`src/rtl/sar_seq_pkg.sv`:
```
package sar_seq_pkg;
  typedef enum logic [1:0] {
    PH_SLEEP   = 2'd0,
    PH_CONV    = 2'd1,
    PH_HOLDOUT = 2'd2
  } phase_e;
endpackage

```
`src/rtl/sar_edge_sync.sv`:
```
module sar_edge_sync #(
  parameter int   STAGES  = 2,
  parameter logic RST_VAL = 1'b1
) (
  input  logic clk,
  input  logic rst_n,
  input  logic d_i,
  output logic lvl_o,
  output logic lvl_prev_o
);
  logic [STAGES-1:0] sh;
  logic              prev;

  generate
    if (STAGES == 1) begin : g_single
      always_ff @(posedge clk or negedge rst_n) begin
        if (!rst_n) sh <= RST_VAL;
        else        sh <= d_i;
      end
    end else begin : g_chain
      always_ff @(posedge clk or negedge rst_n) begin
        if (!rst_n) sh <= {STAGES{RST_VAL}};
        else        sh <= {sh[STAGES-2:0], d_i};
      end
    end
  endgenerate

  always_ff @(posedge clk or negedge rst_n) begin
    if (!rst_n) prev <= RST_VAL;
    else        prev <= sh[STAGES-1];
  end

  assign lvl_o      = sh[STAGES-1];
  assign lvl_prev_o = prev;
endmodule

```
`src/rtl/sar_trial_reg.sv`:
```
module sar_trial_reg #(
  parameter int RES = 12
) (
  input  logic           clk,
  input  logic           rst_n,
  input  logic           clear_i,
  input  logic           load_i,
  input  logic           decide_i,
  input  logic           cmp_i,
  output logic [RES-1:0] trial_o,
  output logic [RES-1:0] ptr_o
);
  localparam logic [RES-1:0] TOP_BIT = RES'(1) << (RES - 1);

  logic [RES-1:0] trial;
  logic [RES-1:0] ptr;

  always_ff @(posedge clk or negedge rst_n) begin
    if (!rst_n) begin
      trial <= '0;
      ptr   <= '0;
    end else if (clear_i) begin
      trial <= '0;
      ptr   <= '0;
    end else if (load_i) begin
      trial <= TOP_BIT;
      ptr   <= TOP_BIT;
    end else if (decide_i) begin
      trial <= (trial & ~ptr) | (cmp_i ? ptr : '0) | (ptr >> 1);
      ptr   <= ptr >> 1;
    end
  end

  assign trial_o = trial;
  assign ptr_o   = ptr;
endmodule

```
`src/rtl/sar_frame_ctrl.sv`:
```
module sar_frame_ctrl
  import sar_seq_pkg::*;
#(
  parameter int RES = 12
) (
  input  logic clk,
  input  logic rst_n,
  input  logic sel_fall_i,
  input  logic sel_rise_i,
  input  logic sck_fall_i,
  input  logic cmp_i,
  output logic clear_o,
  output logic load_o,
  output logic decide_o,
  output logic hold_o,
  output logic dout_o,
  output logic dout_en_o,
  output logic sleep_o
);
  localparam int CW = $clog2(RES + 2);
  localparam logic [CW-1:0] LAST = CW'(RES);

  phase_e        phase;
  logic [CW-1:0] cnt;
  logic          step;

  assign step = (phase == PH_CONV) && sck_fall_i && !sel_fall_i && !sel_rise_i;

  always_comb begin
    clear_o  = sel_fall_i;
    load_o   = step && (cnt == '0);
    decide_o = step && (cnt != '0);
  end

  always_ff @(posedge clk or negedge rst_n) begin
    if (!rst_n) begin
      phase     <= PH_SLEEP;
      cnt       <= '0;
      hold_o    <= 1'b0;
      dout_o    <= 1'b0;
      dout_en_o <= 1'b0;
      sleep_o   <= 1'b1;
    end else if (sel_fall_i) begin
      phase     <= PH_CONV;
      cnt       <= '0;
      hold_o    <= 1'b1;
      dout_o    <= 1'b0;
      dout_en_o <= 1'b1;
      sleep_o   <= 1'b0;
    end else if (sel_rise_i) begin
      phase     <= PH_SLEEP;
      cnt       <= '0;
      hold_o    <= 1'b0;
      dout_o    <= 1'b0;
      dout_en_o <= 1'b0;
      sleep_o   <= 1'b1;
    end else if (step) begin
      cnt <= cnt + 1'b1;
      if (cnt != '0) dout_o <= cmp_i;
      if (cnt == LAST) begin
        phase   <= PH_HOLDOUT;
        hold_o  <= 1'b0;
        sleep_o <= 1'b1;
      end
    end
  end
endmodule

```
`src/rtl/sar_serial_seq.sv`:
```
module sar_serial_seq #(
  parameter int RES         = 12,
  parameter int SYNC_STAGES = 2
) (
  input  logic           clk,
  input  logic           rst_n,
  input  logic           sel_n_i,
  input  logic           sck_i,
  input  logic           cmp_i,
  output logic [RES-1:0] trial_o,
  output logic           hold_o,
  output logic           dout_o,
  output logic           dout_en_o,
  output logic           sleep_o
);
  logic sel_lvl, sel_prev, sck_lvl, sck_prev;
  logic sel_fall, sel_rise, sck_fall;
  logic clear, load, decide;
  logic [RES-1:0] ptr;

  sar_edge_sync #(.STAGES(SYNC_STAGES), .RST_VAL(1'b1)) u_sel_sync (
    .clk(clk), .rst_n(rst_n), .d_i(sel_n_i), .lvl_o(sel_lvl), .lvl_prev_o(sel_prev)
  );

  sar_edge_sync #(.STAGES(SYNC_STAGES), .RST_VAL(1'b1)) u_sck_sync (
    .clk(clk), .rst_n(rst_n), .d_i(sck_i), .lvl_o(sck_lvl), .lvl_prev_o(sck_prev)
  );

  assign sel_fall = sel_prev & ~sel_lvl;
  assign sel_rise = ~sel_prev & sel_lvl;
  assign sck_fall = sck_prev & ~sck_lvl;

  sar_frame_ctrl #(.RES(RES)) u_ctrl (
    .clk(clk), .rst_n(rst_n),
    .sel_fall_i(sel_fall), .sel_rise_i(sel_rise), .sck_fall_i(sck_fall),
    .cmp_i(cmp_i),
    .clear_o(clear), .load_o(load), .decide_o(decide),
    .hold_o(hold_o), .dout_o(dout_o), .dout_en_o(dout_en_o), .sleep_o(sleep_o)
  );

  sar_trial_reg #(.RES(RES)) u_trial (
    .clk(clk), .rst_n(rst_n),
    .clear_i(clear), .load_i(load), .decide_i(decide), .cmp_i(cmp_i),
    .trial_o(trial_o), .ptr_o(ptr)
  );
endmodule

```
`config.mk`:
```
export PLATFORM = sky130hd
export DESIGN_NAME = sar_serial_seq
export DESIGN_NICKNAME = d
export VERILOG_FILES = /design/src/rtl/sar_seq_pkg.sv /design/src/rtl/sar_edge_sync.sv /design/src/rtl/sar_trial_reg.sv /design/src/rtl/sar_frame_ctrl.sv /design/src/rtl/sar_serial_seq.sv
export SDC_FILE = /design/constraint.sdc
export NUM_CORES = 1
export LEC_CHECK = 0
export ABC_AREA = 1
export ABC_CLOCK_PERIOD_IN_PS = 2500
export BUFFER_PORTS_ARGS = -buffer_cell sky130_fd_sc_hd__buf_4
export CAP_MARGIN = 15
export CORE_MARGIN = 5
export CORE_UTILIZATION = 40
export CTS_CLUSTER_SIZE = 12
export DETAILED_ROUTE_END_ITERATION = 10
export PLACE_DENSITY = 0.69
export SLEW_MARGIN = 15
export SYNTH_ARGS = -nofsm -noshare
export SYNTH_HDL_FRONTEND = slang
export SYNTH_HIERARCHICAL = 1
export SYNTH_SLANG_ARGS = --single-unit
```
`constraint.sdc`:
```
create_clock -name clk -period 2.5 [get_ports clk]
set_input_delay 0.125 -clock clk [delete_from_list [all_inputs] [get_ports clk]]
set_output_delay 0.125 -clock clk [all_outputs]
set_load 0.005 [all_outputs]
```
==> run summary, run 1 <==
global-route wire length before repair = 6330 um
root buffer cell = clkbuf_8
routed vias = 1368
Netlist Area Pre-Place = 1840 um2
final hold vios = 0
# rows = 24
CP arrival = 2.41 ns
combinational power share = 8.6%
CP max-delay cell = nor2_2
die area = 6060 um2
count of cell types in the netlist = 22
cells after synthesis = 219
CTS tree = done
worst path required time = 2.72 ns
largest net degree at the start of global routing = 40
die width = 77.9 um
post-route design area = 2130 um2
Yosys top cell area share = 43.5%
sw power = 0.282 mW
Placed Instance Area = 2020 um2
Overall Global Routing Usage = 12.9%
Sequential Power Share = 56.9%
relative slew slack = 46.7%
P_int = 0.882 mW
CP Launch Type = flip-flop
RSZ-0062 raised after global routing = false
total negative slack = 0 ns
Clock Power Share = 34.6%
Worst-Margin Slew = 0.799 ns
Post-synth ARST share = 100%
Worst VDD drop = 0.383 mV
Post-synth EDFFs = 0
Worst path top cell family by delay = simple AND/OR/NAND/NOR gates
Synth Area in Compound Gates = 6.52%
clk_skew = 0.00748 ns
vias in the first global route = 1393
Placer Congestion = 0.744
Synth Area in Adders = 1.36%
Layout area overhead = 15.8%
fin util = 48.3%
clock-pin slew on the worst setup and hold paths = 0.08 ns
reg2reg end = u_trial/ptr_o[6]$_DFFE_PN0P_
maximum root-to-sink buffer count = 2
GRT met3 Usage = 3.70%
main combinational cell family by area after synthesis = simple AND/OR/NAND/NOR gates
grt ovf = 0
Setup CP Type = flip-flop to flip-flop
min-delay worst type = primary input to flip-flop
vias per cell = 4.59
Final nets = 252
Slew Viols, Final = 0
crit path time final = 2.19 ns
Port Buffers = 20
core area = 4410 um2
maxcap violations = 0
post-synthesis xor/xnor area fraction = 0%
Final Routed Wirelength = 3430 um
CP max stage delay = 0.64 ns
WP buf/inv = 3
fin crit share = 87.6%
HPWL after detailed placement = 2390 um
Final ANT Viol Nets = 0
busiest grt layer = met2
most frequent cells after synthesis = nand2_1, dfrtp_1, inv_1
initial antenna violation count = 0
drt pass-1 iters = 4
crit path launch = u_sel_sync/sh[1]$_DFF_PN1_
post-synthesis area per instance = 8.41 um2
r2r setup slk = 0.31 ns
total clock sinks = 39
Sw Share = 24.2%
Synth Area in Simple Gates = 29.9%
pwr/cell area = 546 nW/um2
most used cell, CP = inv_1
initial drt markers = 77
H-tree depth = 2
Clk Latency, worst-skew pair = 0.29 ns
Pleak = 1.12 nW
Crit path depth = 10
Synth area leader = dfrtp_1
r2r worst-path depth = 10
largest cells by area after synthesis = dfrtp_1, nand2_1, dfstp_2
DIE HEIGHT = 77.9 um
CTS Buf Count = 5
met2 Use GR = 21.1%
CP max FO = 21
most common cell in the netlist = nand2_1
share of cells above drive strength 1 = 22.8%
Initial Util = 41.7%
Max Fclk = 456 MHz
dpl ws = 0.306 ns
mux cell area share after synthesis = 0%
setup violators final = 0
post-synthesis sequential area ratio = 53.5%
Syn Nets = 226
post-CTS setup buffers = 0
Crit. End Element = flip-flop
CP Capture Point = u_trial/ptr_o[6]$_DFFE_PN0P_
status = finished clean
num ports = 21
setup slack after layout = 0.309 ns
M1 GR Usage = 15.8%
Antenna diodes = 0
drc violations = 0
number of synthesis warnings = 6
Synth Register Bits = 39
reg-to-reg critical path startpoint = u_sel_sync/sh[1]$_DFF_PN1_
worst hold slack = 0.180 ns
ys flop type = dfrtp_1
mean routed wirelength per cell = 11.5 um
worst-path cell chain = nor2_1, nor2_4, inv_4, nor2_8, nand2_2, inv_1, inv_1, nor2_2, nand2_1, o21ai_2
sequential cells by signal (all words and copies together), names as in the netlist:
name,count
u_sck_sync/sh,2
u_sck_sync/lvl_prev_o,1
u_ctrl/dout_en_o,1
u_trial/trial_o,12
u_sel_sync/lvl_prev_o,1
u_trial/ptr_o,12
u_ctrl/phase,2
u_ctrl/dout_o,1
u_ctrl/sleep_o,1
u_sel_sync/sh,2
u_ctrl/cnt,4
cell type report:
cell class | count | area (um2)
fill | 432 | 2280
sequential | 39 | 985
multi-input combinational | 145 | 696
timing repair buffer | 25 | 195
inverter | 29 | 111
clock buffer | 7 | 76.3
tap | 52 | 65.1
clock inverter | 1 | 5.00
power groups by stage:
stage                     Sequential [mW]  Clock, mW  Combinational (mW)
after floorplan                     0.673          0              0.0600
after global placement              0.673          0              0.0971
after detailed placement            0.674          0              0.0980
after CTS                           0.662      0.418               0.102
after global routing                0.665      0.447               0.114
final                               0.662      0.403              0.0997
worst reg2reg max path, cell delays in order (launching register included):
cell     delay [ns]
dfstp_2        0.55
nor2_1         0.08
nor2_4         0.20
inv_4          0.09
nor2_8         0.13
nand2_2        0.06
inv_1          0.07
inv_1          0.08
nor2_2         0.64
nand2_1        0.15
o21ai_2        0.10
metal layers:
metal,part of all wire (%),vias up
li1,-,721
met1,46,618
met2,48,23
met3,4.3,6
met4,1.6,0
met5,0,-
cells in the final DEF, fill, tap and decap left out, types with 2 or more instances in the layout:
master	Yosys	final
ha_1	2	2
dlygate4sd3_1	0	3
clkbuf_8	0	5
a21oi_1	3	3
nor2_1	8	8
o21ai_2	9	9
inv_1	26	26
clkbuf_1	0	2
nand2_2	3	3
nand2_1	87	87
buf_4	3	22
dfrtp_1	32	32
nor2_2	2	2
inv_2	2	2
nor2_4	2	2
nand3_1	21	21
o21ai_0	4	4
dfstp_2	7	7
timing repair:
item / in CTS / in global routing
endpoints found under the hold margin: 34 / 0
setup endpoints to repair: 0 / 0
gates resized for setup: 0 / 0
hold buffers: 3 / 0
cell families after synthesis:
| group | after synthesis |
|---|---|
| flip-flops | 39 |
| AND/OR/NAND/NOR | 126 |
| AO/OA/AOI/OAI | 17 |
| buffers and inverters | 35 |
| adder cells (fa/ha/maj) | 2 |
worst min-delay path by stage:
stage | slack, ns | cells past startpoint | start | endpoint
floorplan | -0.17 | 0 | rst_n | u_ctrl/cnt[0]$_DFFE_PN0P_
global placement | 0.13 | 1 | rst_n | u_ctrl/dout_en_o$_DFFE_PN0N_
detailed placement | 0.13 | 1 | rst_n | u_ctrl/dout_en_o$_DFFE_PN0N_
CTS | 0.18 | 3 | cmp_i | u_ctrl/dout_o$_DFFE_PN0P_
global route | 0.20 | 3 | cmp_i | u_ctrl/dout_o$_DFFE_PN0P_
finish | 0.18 | 3 | cmp_i | u_ctrl/dout_o$_DFFE_PN0P_
per-stage QoR:
step,total power [mW],cells
4_1_cts,1.18,298
3_3_place_gp,0.770,287
6_report,1.16,298
2_1_floorplan,0.733,219
5_1_grt,1.23,298
3_5_place_dp,0.772,287
(Power assumes the default switching activity.)
==> run 2, diff against run 1 <==
--- a/config.mk
+++ b/config.mk
@@ -13,7 +13,9 @@
 export CORE_UTILIZATION = 40
 export CTS_CLUSTER_SIZE = 12
 export DETAILED_ROUTE_END_ITERATION = 10
+export MAX_ROUTING_LAYER = met4
 export PLACE_DENSITY = 0.69
+export SKIP_LAST_GASP = 1
 export SLEW_MARGIN = 15
 export SYNTH_ARGS = -nofsm -noshare
 export SYNTH_HDL_FRONTEND = slang
==> constraint.sdc (replaced) <==
create_clock -name clk -period 2.5 [get_ports clk]
set_input_delay 0.25 -clock clk [delete_from_list [all_inputs] [get_ports clk]]
set_output_delay 0.25 -clock clk [all_outputs]
set_load 0.005 [all_outputs]
==> run 2 against run 1 <==
  * Fmax is 0.46% lower
  * Non-clock buffer count is 2 lower
  * First-iteration DRC count is 13% lower
  * Via count is 0.80% lower
  * Clock skew hardly changed
  * Design area is 0.94% lower
  * Sequential power hardly changed
  * Sequential share of layout area is 0.44 points higher
  * Wire length is 0.26% lower
  * Flip-flop and latch count stayed put
  * Global-route usage is 0.34 points higher
  * Worst setup slack worse by 0.010 ns
  * Largest cell class unchanged
  * Largest power group unchanged
==> run summary, run 2 (synthesis gave the netlist of run 1 again) <==
grt ovf = 0
initial antenna violation count = 0
Placer Congestion = 0.753
busiest grt layer = met2
H-tree depth = 2
initial drt markers = 67
HPWL after detailed placement = 2390 um
Final nets = 250
global-route wire length before repair = 6300 um
largest net degree at the start of global routing = 40
# rows = 24
clock-pin slew on the worst setup and hold paths = 0.08 ns
CTS tree = done
Worst-Margin Slew = 0.804 ns
mean routed wirelength per cell = 11.5 um
DIE HEIGHT = 77.9 um
status = finished clean
Antenna diodes = 0
drt pass-1 iters = 4
Final Routed Wirelength = 3420 um
Layout area overhead = 14.7%
Worst path top cell family by delay = simple AND/OR/NAND/NOR gates
most used cell, CP = inv_1
CP arrival = 2.42 ns
met2 Use GR = 21.1%
Pleak = 1.11 nW
worst path required time = 2.72 ns
root buffer cell = clkbuf_8
Clk Latency, worst-skew pair = 0.29 ns
relative slew slack = 46.3%
crit path time final = 2.20 ns
Port Buffers = 20
most frequent cells in the layout = nand2_1, dfrtp_1, inv_1
share of cells above drive strength 1 = 23.0%
Final ANT Viol Nets = 0
CTS Buf Count = 5
pwr/cell area = 550 nW/um2
CP max FO = 21
min-delay worst type = primary input to flip-flop
Setup CP Type = flip-flop to flip-flop
drc violations = 0
Overall Global Routing Usage = 13.3%
post-CTS setup buffers = 0
core area = 4410 um2
M1 GR Usage = 15.7%
fin crit share = 88.1%
WP buf/inv = 3
final hold vios = 0
GRT met3 Usage = 3.70%
Crit. End Element = flip-flop
die area = 6060 um2
CP max stage delay = 0.64 ns
commonest non-fill, non-tap cell in the layout = nand2_1
num ports = 21
vias in the first global route = 1390
RSZ-0062 raised after global routing = false
Worst VDD drop = 0.378 mV
total clock sinks = 39
CP Launch Type = flip-flop
die width = 77.9 um
maxcap violations = 0
CP max-delay cell = nor2_2
worst-path cell chain = nor2_1, nor2_4, inv_4, nor2_8, nand2_2, inv_1, inv_1, nor2_2, nand2_1, o21ai_2
Initial Util = 41.7%
maximum root-to-sink buffer count = 2
post-CTS sizing = 0
vias per cell = 4.58
setup violators final = 0
worst hold slack = 0.0710 ns
Max Fclk = 454 MHz
clk_skew = 0.00744 ns
routed vias = 1357
Slew Viols, Final = 0
total negative slack = 0 ns
==> run 2: area by class of cell <==
class                   instances  area [um2]
clock buffers                   7        76.3
clock inverters                 1        5.00
fillers                       434        2300
inverters                      29         111
multi-input cells             145         696
flip-flops and latches         39         985
well taps                      52        65.1
repair buffers                 23         175
==> run 2: layer usage <==
layer	part of all wire [%]	up-vias
met4	2.0	0
met5	0	-
li1	-	716
met1	46	616
met2	48	19
met3	4.2	6
==> run 2: power by group <==
part	internal, mW	leakage (nW)	total (mW)	switching (mW)
sequential	0.652	0.516	0.662	0.0105
clock	0.196	0.0422	0.402	0.206
combinational	0.0328	0.554	0.0971	0.0643
==> run 2: path summary, 6_finish.rpt <==
check / start / to / slack (ns) / cells after the start
max: u_sel_sync/sh[1]$_DFF_PN1_ / u_trial/ptr_o[6]$_DFFE_PN0P_ / 0.30 / 10
max reg2reg: u_sel_sync/sh[1]$_DFF_PN1_ / u_trial/ptr_o[6]$_DFFE_PN0P_ / 0.30 / 10
min reg2reg: u_sck_sync/sh[0]$_DFF_PN1_ / u_sck_sync/sh[1]$_DFF_PN1_ / 0.36 / 0
max in group asynchronous: rst_n / u_sck_sync/sh[0]$_DFF_PN1_ / 1.67 / 2
min in group asynchronous: rst_n / u_trial/trial_o[9]$_DFFE_PN0P_ / 0.47 / 2
min: sck_i / u_sck_sync/sh[0]$_DFF_PN1_ / 0.07 / 1
==> run 2: repair_timing <==
item                                   in CTS  in global routing
endpoints found under the hold margin      32                  0
setup endpoints to repair                   0                  0
hold buffers                                1                  0
==> run 2: through the flow <==
step / cell area [um2] / instances / util, % / power, mW / setup WS [ns]
2_1_floorplan: 1840 / 219 / - / 0.733 / 0.758
3_3_place_gp: 2020 / 287 / 45.8 / 0.770 / 0.374
3_5_place_dp: 2020 / 287 / 45.8 / 0.772 / 0.306
4_1_cts: 2110 / 296 / 47.9 / 1.18 / 0.288
5_1_grt: 2110 / 296 / 47.9 / 1.22 / 0.0384
6_report: 2110 / 296 / 47.9 / 1.16 / 0.299
